==> config.mk <==
export PLATFORM = sky130hd
export DESIGN_NAME = thermal_monitor
export DESIGN_NICKNAME = d
export VERILOG_FILES = /design/src/rtl/tmon_pkg.sv /design/src/rtl/tmon_ready_timer.sv /design/src/rtl/tmon_trip_hyst.sv /design/src/rtl/tmon_code_map.sv /design/src/rtl/tmon_bus_max.sv /design/src/rtl/thermal_monitor.sv
export SDC_FILE = /design/constraint.sdc
export NUM_CORES = 1
export LEC_CHECK = 0
export ABC_AREA = 1
export BUFFER_PORTS_ARGS = -buffer_cell sky130_fd_sc_hd__buf_2
export CAP_MARGIN = 20
export CELL_PAD_IN_SITES_DETAIL_PLACEMENT = 1
export CELL_PAD_IN_SITES_GLOBAL_PLACEMENT = 1
export CORE_MARGIN = 2
export CORE_UTILIZATION = 38
export CTS_CLUSTER_SIZE = 12
export DETAILED_ROUTE_END_ITERATION = 10
export PLACE_DENSITY_LB_ADDON = 0.12
export SYNTH_ARGS = -nofsm -noshare
export SYNTH_HDL_FRONTEND = slang
export SYNTH_SLANG_ARGS = --single-unit
==> constraint.sdc <==
create_clock -name clk_i -period 6.35 [get_ports clk_i]
set_input_delay 0.3175 -clock clk_i [delete_from_list [all_inputs] [get_ports clk_i]]
set_output_delay 0.3175 -clock clk_i [all_outputs]
set_load 0.1 [all_outputs]
==> src/rtl/tmon_pkg.sv <==
package tmon_pkg;
  localparam int DefCodeW = 12;

  function automatic int clamp_int(input int v, input int lo, input int hi);
    if (v < lo) return lo;
    if (v > hi) return hi;
    return v;
  endfunction
endpackage

==> src/rtl/tmon_ready_timer.sv <==
module tmon_ready_timer #(
  parameter int READY_CYCLES = 15625
) (
  input  logic clk_i,
  input  logic rst_ni,
  input  logic por_ok_i,
  output logic ready_o
);
  localparam int CntW = $clog2(READY_CYCLES + 1);
  localparam logic [CntW-1:0] CntMax = CntW'(READY_CYCLES);

  logic [CntW-1:0] cnt_q;

  always_ff @(posedge clk_i or negedge rst_ni) begin
    if (!rst_ni)           cnt_q <= '0;
    else if (!por_ok_i)    cnt_q <= '0;
    else if (cnt_q != CntMax) cnt_q <= cnt_q + 1'b1;
  end

  assign ready_o = (cnt_q == CntMax);

  // dropping the power-on flag withdraws validity at the next edge
  a_r2_drop_clears: assert property (@(posedge clk_i) disable iff (!rst_ni)
    !por_ok_i |=> !ready_o);
  // validity never appears out of a cycle without the power-on flag
  a_r2_needs_por: assert property (@(posedge clk_i) disable iff (!rst_ni)
    $rose(ready_o) |-> $past(por_ok_i));
endmodule

==> src/rtl/tmon_trip_hyst.sv <==
module tmon_trip_hyst #(
  parameter int TEMP_W    = 9,
  parameter int TRIP_HI_C = 140,
  parameter int TRIP_LO_C = 125
) (
  input  logic                     clk_i,
  input  logic                     rst_ni,
  input  logic                     ready_i,
  input  logic signed [TEMP_W-1:0] temp_c_i,
  output logic                     ot_o
);
  logic ot_q;
  int   t_int;

  assign t_int = int'(temp_c_i);

  always_ff @(posedge clk_i or negedge rst_ni) begin
    if (!rst_ni)                ot_q <= 1'b0;
    else if (!ready_i)          ot_q <= 1'b0;
    else if (t_int > TRIP_HI_C) ot_q <= 1'b1;
    else if (t_int < TRIP_LO_C) ot_q <= 1'b0;
  end

  assign ot_o = ot_q;

  a_r3_idle_no_trip: assert property (@(posedge clk_i) disable iff (!rst_ni)
    !ready_i |=> !ot_o);
  a_r5_trip_above: assert property (@(posedge clk_i) disable iff (!rst_ni)
    (ready_i && t_int > TRIP_HI_C) |=> ot_o);
  a_r6_release_below: assert property (@(posedge clk_i) disable iff (!rst_ni)
    (ready_i && t_int < TRIP_LO_C) |=> !ot_o);
  a_r6_hold_in_band: assert property (@(posedge clk_i) disable iff (!rst_ni)
    (ready_i && t_int >= TRIP_LO_C && t_int <= TRIP_HI_C) |=> $stable(ot_o));
endmodule

==> src/rtl/tmon_code_map.sv <==
module tmon_code_map #(
  parameter int TEMP_W   = 9,
  parameter int CODE_W   = tmon_pkg::DefCodeW,
  parameter int BASE_MV  = 600,
  parameter int SLOPE_MV = 8,
  parameter int FAULT_MV = 2500
) (
  input  logic                     clk_i,
  input  logic                     rst_ni,
  input  logic signed [TEMP_W-1:0] temp_c_i,
  input  logic                     ready_i,
  input  logic                     ot_i,
  output logic [CODE_W-1:0]        code_o
);
  localparam logic [CODE_W-1:0] FaultCode = CODE_W'(FAULT_MV);

  logic signed [TEMP_W-1:0] temp_q;
  logic [CODE_W-1:0]        lin_code;
  int                       lin_mv;

  always_ff @(posedge clk_i or negedge rst_ni) begin
    if (!rst_ni) temp_q <= '0;
    else         temp_q <= temp_c_i;
  end

  always_comb begin
    lin_mv   = BASE_MV + SLOPE_MV * int'(temp_q);
    lin_code = CODE_W'(tmon_pkg::clamp_int(lin_mv, 0, FAULT_MV));
  end

  always_comb begin
    if (!ready_i)  code_o = '0;
    else if (ot_i) code_o = FaultCode;
    else           code_o = lin_code;
  end

  a_r8_code_ceiling: assert property (@(posedge clk_i) disable iff (!rst_ni)
    code_o <= FaultCode);
  a_r3_code_zero_idle: assert property (@(posedge clk_i) disable iff (!rst_ni)
    !ready_i |-> code_o == '0);
endmodule

==> src/rtl/tmon_bus_max.sv <==
module tmon_bus_max #(
  parameter int CODE_W = tmon_pkg::DefCodeW,
  parameter int N_PEER = 3
) (
  input  logic [CODE_W-1:0]        own_i,
  input  logic [N_PEER*CODE_W-1:0] peer_i,
  output logic [CODE_W-1:0]        bus_o
);
  logic [CODE_W-1:0] peer_a [N_PEER];

  for (genvar k = 0; k < N_PEER; k++) begin : g_unpack
    assign peer_a[k] = peer_i[k*CODE_W +: CODE_W];
  end

  always_comb begin
    bus_o = own_i;
    for (int k = 0; k < N_PEER; k++) begin
      if (peer_a[k] > bus_o) bus_o = peer_a[k];
    end
  end

  // the resolved bus never falls below this channel's own code
  always_comb begin
    a_r9_bus_ge_own: assert (bus_o >= own_i);
  end
endmodule

==> src/rtl/thermal_monitor.sv <==
module thermal_monitor #(
  parameter int TEMP_W       = 9,
  parameter int CODE_W       = tmon_pkg::DefCodeW,
  parameter int N_PEER       = 3,
  parameter int BASE_MV      = 600,
  parameter int SLOPE_MV     = 8,
  parameter int FAULT_MV     = 2500,
  parameter int TRIP_HI_C    = 140,
  parameter int TRIP_LO_C    = 125,
  parameter int READY_CYCLES = 15625
) (
  input  logic                     clk_i,
  input  logic                     rst_ni,
  input  logic                     por_ok_i,
  input  logic signed [TEMP_W-1:0] temp_c_i,
  input  logic [N_PEER*CODE_W-1:0] peer_code_i,
  output logic [CODE_W-1:0]        code_o,
  output logic [CODE_W-1:0]        bus_code_o,
  output logic                     ot_o,
  output logic                     valid_o
);
  logic ready;
  logic ot;

  tmon_ready_timer #(.READY_CYCLES(READY_CYCLES)) u_timer (
    .clk_i, .rst_ni, .por_ok_i, .ready_o(ready)
  );

  tmon_trip_hyst #(
    .TEMP_W(TEMP_W), .TRIP_HI_C(TRIP_HI_C), .TRIP_LO_C(TRIP_LO_C)
  ) u_trip (
    .clk_i, .rst_ni, .ready_i(ready), .temp_c_i, .ot_o(ot)
  );

  tmon_code_map #(
    .TEMP_W(TEMP_W), .CODE_W(CODE_W), .BASE_MV(BASE_MV),
    .SLOPE_MV(SLOPE_MV), .FAULT_MV(FAULT_MV)
  ) u_map (
    .clk_i, .rst_ni, .temp_c_i, .ready_i(ready), .ot_i(ot), .code_o
  );

  tmon_bus_max #(.CODE_W(CODE_W), .N_PEER(N_PEER)) u_bus (
    .own_i(code_o), .peer_i(peer_code_i), .bus_o(bus_code_o)
  );

  assign ot_o    = ot;
  assign valid_o = ready;

  a_r7_fault_level: assert property (@(posedge clk_i) disable iff (!rst_ni)
    (ot_o && valid_o) |-> code_o == CODE_W'(FAULT_MV));
endmodule

==> reports/qor.csv, run 1 <==
metric;value;unit
htree depth;1;
Root Driver;clkbuf_8;
status;stopped before the end;
Sink Count;24;
Die H;91.6;um
RD Place Congestion;0.875;
Post-synth top flop;dfrtp_1;
worst setup endpoint GRT;bus_code_o[11];
Mapped Avg Cell Area;6.72;sq um
Port Buffer Count;71;
Post-Place Cells;609;
Num CTS Buffers;3;
IO Pins;74;
CTS max path bufs;2;
Ys Warns;0;
die width;91.6;um
worst endpoint type;top-level output;
stopping stage;global routing (5_1_grt);
initial antenna violation count;1;
hold_buf cts;0;
Initial Utilization;39.8;%
leading area contributor after synthesis;dfrtp_1;
mapped cell area;2920;sq um
Syn Inst Count;434;
post-synthesis sequential area ratio;20.6;%
Detail Placement HPWL;8.11;mm
Yosys cell types;41;
Yosys top cell area share;20.6;%
Halt Reason;[ERROR DPL-0033] detailed placement checks failed during check placement.;
largest net degree at the start of global routing;25;
post-synthesis register bit count;24;
row cnt;31;
ys async rst share;100;%
Post-synth EDFFs;0;
Synth area leaders;dfrtp_1 21%, nand2_1 17%, ha_1 17%;
-- logic make-up after synthesis --
kind of cell | synth area share (%)
AND/OR/NAND/NOR | 40.6
buffers and inverters | 10.5
AO/OA/AOI/OAI | 10.6
adder cells (fa/ha/maj) | 16.7
flip-flops | 20.6
XOR/XNOR | 0.901
other | 0.129
-- metrics by stage --
step	instance area, sq um	util, %	hold WS [ns]	TNS (ns)	setup slack (ns)
after floorplan	3220	-	0.0219	-1.95	-0.212
after global placement	3930	53.6	0.325	0	0.0520
after detailed placement	3930	53.6	0.330	-1.15	-0.139
after CTS	4910	67.0	0.0242	-0.378	-0.0573
-- synth_stat cells, types with 2 or more instances --
cell,instances
inv_2,5
and2_1,2
nand2_1,131
nand3_1,33
or2_2,2
a21oi_1,20
nand2_2,8
nor2_2,7
nor3_1,6
nand4_1,8
o21ai_0,18
nor2_1,18
dfrtp_1,24
buf_4,4
xor2_1,2
o21ai_2,4
nor2_4,3
nand3b_1,9
ha_1,39
nand3_2,7
inv_1,62
o21bai_1,2
buf_2,2
-- timing repair --
item | 4_1_cts
setup endpoints to repair | 12
pin swaps | 40
buffers inserted | 37
cloned | 2
resized for setup | 133
==> inputs of run 2 (changes only) <==
Settings changed: CELL_PAD_IN_SITES_DETAIL_PLACEMENT 1 to not set, CELL_PAD_IN_SITES_GLOBAL_PLACEMENT 1 to not set, CORE_UTILIZATION 38 to 33, CTS_CLUSTER_SIZE 12 to not set, PLACE_DENSITY_LB_ADDON 0.12 to 0.15.
==> reports/qor.csv, run 2 <==
metric;value;unit;change
Fin Hold WS;0.00458;ns;
DRC viols;0;;
first-pass GRT wire length;14.4;mm;
proportion of synthesized area in mux cells;0;%;unchanged
Syn Inst Count;434;;unchanged
row cnt;34;;was 31
CP Launch Point;u_map.temp_q[0]$_DFF_PN0_;;
largest family of logic cells by synthesized area;simple AND/OR/NAND/NOR gates;;unchanged
RD Place Congestion;0.877;;was 0.875
vias per inst;4.88;;
Syn-to-layout area delta;64.2;%;
post-route ant nets;0;;
Yosys top cell area share;20.6;%;unchanged
simple-gate share of the synthesized area;40.6;%;unchanged
worst min-delay path class;in -> async;;
commonest cells in the netlist;131 x nand2_1, 62 x inv_1, 39 x ha_1;;unchanged
overall power;1.04;mW;
initial antenna violation count;0;;
DR vias;3145;;
Synth area leaders;dfrtp_1 21%, nand2_1 17%, ha_1 17%;;unchanged
CTS max path bufs;2;;unchanged
Synth Area in Adders;16.7;%;unchanged
R2R depth;8;;
Initial Utilization;33.8;%;was 39.8%
CP max FO;8;;
leading area contributor after synthesis;dfrtp_1;;unchanged
Avg WL per Cell;13.5;um;
max reg flops;14;;
Post-Place Cells;614;;was 609
crit end category;primary output;;
ys async rst share;100;%;unchanged
final period utilization;99.1;%;
Max Freq;159;MHz;
Max-cap violations;0;;
Synth Area in Compound Gates;10.6;%;unchanged
Ys Warns;0;;unchanged
nature of the critical path startpoint;flop;;
Clock Latency Late Sink;0.27;ns;
Biggest register;u_timer.cnt_q;;
Worst Setup Slack, final;0.0590;ns;
worst flop-to-flop path startpoint;u_timer.cnt_q[0]$_DFFE_PN0P_;;
Total Wirelength;8.70;mm;
mapped cell area;2920;sq um;unchanged
Leak Pwr;2.30;nW;
Root Driver;clkbuf_8;;unchanged
final hold vios;0;;
kind of critical path;reg -> out;;
Rel. slew slack;65.1;%;
post-layout min period;6.29;ns;
Most common cell on crit path;nand2_2;;
post-synthesis register bit count;24;;unchanged
Max rail drop VDD;0.122;mV;
CTS tree;built;;
Post-synth top flop;dfrtp_1;;unchanged
fillers;809;;
CP max stage cell;dfrtp_1;;
status;finished, final reports clean;;was stopped before the end
gr usage total;17.8;%;
vias in the first global route;3157;;
die width;98.0;um;was 91.6 um
P per Cell Area;217;nW/um^2;
final setup fails;0;;
RR Endpoint;u_timer.cnt_q[12]$_DFFE_PN0P_;;
FF+latch area;601;sq um;
Detail Placement HPWL;6.91;mm;was 8.11 mm
die area;9610;sq um;
ant diodes;0;;
Slew @ Worst Pin;0.523;ns;
Post-Synth XOR/XNOR Area;0.901;%;unchanged
Finished Layout Cells;644;;
Num CTS Buffers;3;;unchanged
RSZ-0062 raised after global routing;yes;;
Mapped Avg Cell Area;6.72;sq um;unchanged
post-synthesis sequential area ratio;20.6;%;unchanged
Nets;624;;
Yosys cell types;41;;unchanged
First-pass DRT Iterations;4;;
Die H;98.0;um;was 91.6 um
Fin Clk Skew;0.0107;ns;
most frequent cells in the layout;67 x nand2_1, 59 x buf_2, 55 x nand2_2;;
most numerous cell in the Yosys netlist;nand2_1;;unchanged
gr ovfl total;0;;
area of the core;8640;sq um;
largest net degree at the start of global routing;25;;
Reg2Reg Setup Slack;4.63;ns;
WP data arrival;5.97;ns;
fraction of layout cells with a size suffix above 1;53.0;%;
Sink Count;24;;unchanged
commonest non-fill, non-tap cell in the layout;nand2_1;;
fin util;55.4;%;
hold_buf cts;0;;unchanged
htree depth;1;;unchanged
fin. max-slew vios;0;;
Port Buffer Count;71;;unchanged
DR iter-0 viols;61;;
Multi-input gate area;2860;sq um;
IO Pins;74;;unchanged
Post-synth EDFFs;0;;unchanged
clk slew on worst S/H paths;0.09;ns;
max incr delay on CP;0.38;ns;
Place WS;-0.0703;ns;was -0.139 ns
Worst EP required;6.03;ns;
[run 2: cell type report]
type | instances | area share [%]
Clock buffer | 3 | 0.862
Multi-Input combinational cell | 337 | 59.6
Inverter | 67 | 5.67
Timing Repair Buffer | 104 | 17.8
Sequential cell | 24 | 12.5
Tap cell | 108 | 2.82
Clock inverter | 1 | 0.627
[run 2: cell families (layout without fill, tap and decap cells)]
kind of cell / after synthesis / in the layout
simple gates: 241 / 242
buf+inv: 75 / 175
xor+xnor: 3 / 3
flops: 24 / 24
fa+ha+maj: 39 / 39
other cells: 1 / 2
compound gates: 51 / 51
[run 2: where the power goes]
group          switching, mW  internal, mW
clock                 0.0507        0.0844
sequential           0.00436         0.157
combinational          0.451         0.293
[run 2: repair_timing]
| item | in CTS | in global routing |
|---|---|---|
| setup buffers | 6 | 17 |
| cloned | 3 | 0 |
| resized for setup | 54 | 86 |
| setup endpoints to repair | 12 | 12 |
| pin swaps | 26 | 53 |
[run 2: worst max-delay path by stage]
| stage | endpoint | slack, ns | cells past startpoint |
|---|---|---|---|
| floorplan | bus_code_o[1] | -0.21 | 36 |
| global placement | bus_code_o[10] | 0.05 | 45 |
| detailed placement | bus_code_o[9] | -0.07 | 46 |
| CTS | bus_code_o[2] | 0.004 | 46 |
| global route | bus_code_o[9] | -0.33 | 45 |
| finish | bus_code_o[4] | 0.06 | 45 |
[run 2: stage by stage]
step                cell area, sq um  TNS (ns)
floorplan                       3220     -1.95
detailed placement              3890    -0.587
CTS                             4290         0
finish                          4790         0
global route                    4790     -3.72
global placement                3890         0
[run 2: worst max-delay path: cells and delay by family (launching register included)]
family | cells | cell delay (ns)
AOI/OAI and AO/OA | 2 | 0.26
adders and majority gates | 5 | 1.17
buffers and inverters | 11 | 1.12
DFF | 1 | 0.38
and+or+nand+nor | 27 | 2.74
[run 2: per-layer routing]
metal  wire length (um)  global-route usage, %  up-vias
met5                  0                      0        -
li1                   -                      -     1619
met2               4480                   32.9       72
met3                307                   1.86       13
met4                147                   4.17        0
met1               3770                   22.3     1441
No activity file was read; power rests on OpenSTA's default activity.
==> inputs of run 3 (changes only) <==
Settings changed: CTS_CLUSTER_SIZE set to 25, HOLD_SLACK_MARGIN set to 0.08, SLEW_MARGIN set to 20.
==> reports/qor.csv, run 3 (synthesis results as in run 2) <==
metric;value;unit;change
Syn-to-layout area delta;64.5;%;was 64.2%
Most common cell on crit path;nand2_2;;unchanged
gr usage total;17.8;%;unchanged
post-layout min period;6.29;ns;about the same
vias per inst;4.88;;about the same
Detail Placement HPWL;6.91;mm;unchanged
final period utilization;99.0;%;was 99.1%
nature of the critical path startpoint;flop;;unchanged
First-pass DRT Iterations;4;;unchanged
RD Place Congestion;0.877;;unchanged
Initial Utilization;33.8;%;unchanged
Max rail drop VDD;0.122;mV;about the same
Nets;625;;was 624
die area;9610;sq um;unchanged
Sink Count;24;;unchanged
Cell Area, Placed;3890;sq um;unchanged
DRC viols;0;;unchanged
CTS max path bufs;2;;unchanged
CTS tree;built;;unchanged
Num CTS Buffers;3;;unchanged
CP top delay family;simple AND/OR/NAND/NOR gates;;unchanged
CP max stage cell;dfrtp_1;;unchanged
FF+latch area;601;sq um;unchanged
worst min-delay path class;in -> reg;;was in -> async
htree depth;1;;unchanged
Max Freq;159;MHz;about the same
most frequent cells in the layout;67 x nand2_1, 59 x buf_2, 55 x nand2_2;;unchanged
Slew @ Worst Pin;0.524;ns;was 0.523 ns
Die H;98.0;um;unchanged
DR vias;3147;;was 3145
fin. max-slew vios;0;;unchanged
Root Driver;clkbuf_8;;unchanged
crit end category;primary output;;unchanged
die width;98.0;um;unchanged
fraction of layout cells with a size suffix above 1;52.9;%;was 53.0%
Biggest register;u_timer.cnt_q;;unchanged
Avg WL per Cell;13.5;um;about the same
row cnt;34;;unchanged
RSZ-0062 raised after global routing;yes;;unchanged
WP data arrival;5.97;ns;about the same
CP max FO;8;;unchanged
kind of critical path;reg -> out;;unchanged
Max-cap violations;0;;unchanged
IO Pins;74;;unchanged
post-route ant nets;0;;unchanged
gr ovfl total;0;;unchanged
P per Cell Area;217;nW/um^2;about the same
status;finished, final reports clean;;unchanged
Worst EP required;6.03;ns;about the same
Clock Latency Late Sink;0.27;ns;about the same
ant diodes;0;;unchanged
Port Buffer Count;71;;unchanged
overall power;1.04;mW;about the same
clk slew on worst S/H paths;0.08;ns;was 0.09 ns
CP bufs+invs;11;;unchanged
design area;4800;sq um;was 4790 sq um
largest net degree at the start of global routing;25;;unchanged
DR iter-0 viols;61;;unchanged
commonest non-fill, non-tap cell in the layout;nand2_1;;unchanged
Multi-input gate area;2860;sq um;unchanged
Fin Clk Skew;0.0103;ns;was 0.0107 ns
final setup fails;0;;unchanged
max reg flops;14;;unchanged
Rel. slew slack;65.1;%;about the same
initial antenna violation count;0;;unchanged
Total Wirelength;8.69;mm;was 8.70 mm
vias in the first global route;3159;;was 3157
area of the core;8640;sq um;unchanged
final hold vios;0;;unchanged
Leak Pwr;2.30;nW;about the same
max incr delay on CP;0.38;ns;about the same
fillers;808;;was 809
first-pass GRT wire length;14.4;mm;unchanged
==> run 3: repair_timing <==
action	CTS	global route
cloned	3	0
buffers inserted	6	17
endpoints found under the setup margin	12	12
hold endpoints to repair	24	0
pin swaps	26	53
hold buffers	1	0
gates resized for setup	54	86
==> run 3: per-layer routing <==
layer / up-vias / track usage (%) / wire length [um]
met5: - / 0 / 0
met3: 13 / 1.86 / 311
met2: 76 / 32.9 / 4460
li1: 1621 / - / -
met1: 1437 / 22.3 / 3780
met4: 0 / 4.17 / 147
==> run 3: worst reg2reg max path, stage by stage, from the launching register on <==
cell and delay (ns):
dfrtp_1 0.42, ha_1 0.22, nand4_1 0.14, nor2_1 0.24, nand2_1 0.11, nor2_1 0.20
nand2_1 0.09, o21ai_0 0.15, a21oi_1 0.05
==> run 3: through the flow <==
step	setup WS (ns)	hold slack, ns	util, %	setup TNS (ns)	cells
2_1_floorplan	-0.212	0.0219	-	-1.95	435
3_3_place_gp	0.0526	0.327	45.1	0	614
3_5_place_dp	-0.0703	0.326	45.1	-0.587	614
4_1_cts	0.00361	0.162	49.8	0	628
5_1_grt	-0.325	0.158	55.6	-3.72	645
6_report	0.0623	0.168	55.6	0	645
==> run 3: layout make-up <==
class | count | share of cell area, %
Multi-Input combinational cell | 337 | 59.5
Timing Repair Buffer | 105 | 18.0
Sequential cell | 24 | 12.5
Inverter | 67 | 5.66
Tap cell | 108 | 2.82
Clock buffer | 3 | 0.860
Clock inverter | 1 | 0.626
==> run 3: worst paths after layout <==
path | slack (ns) | end | from | cells past startpoint
max in group asynchronous | 5.44 | u_map.temp_q[5]$_DFF_PN0_ | rst_ni | 2
min in group asynchronous | 0.54 | u_timer.cnt_q[7]$_DFFE_PN0P_ | rst_ni | 2
max | 0.06 | bus_code_o[4] | u_map.temp_q[0]$_DFF_PN0_ | 45
max reg2reg | 4.63 | u_timer.cnt_q[12]$_DFFE_PN0P_ | u_timer.cnt_q[0]$_DFFE_PN0P_ | 8
min reg2reg | 0.48 | u_timer.cnt_q[13]$_DFFE_PN0P_ | u_timer.cnt_q[13]$_DFFE_PN0P_ | 1
min | 0.17 | u_map.temp_q[2]$_DFF_PN0_ | temp_c_i[2] | 1
==> run 3: report_power, final <==
group          total (mW)  switching (mW)  internal (mW)  leakage (nW)
Combinational       0.745           0.451          0.294          1.95
Sequential          0.161         0.00433          0.157         0.312
Clock               0.135          0.0505         0.0844        0.0357
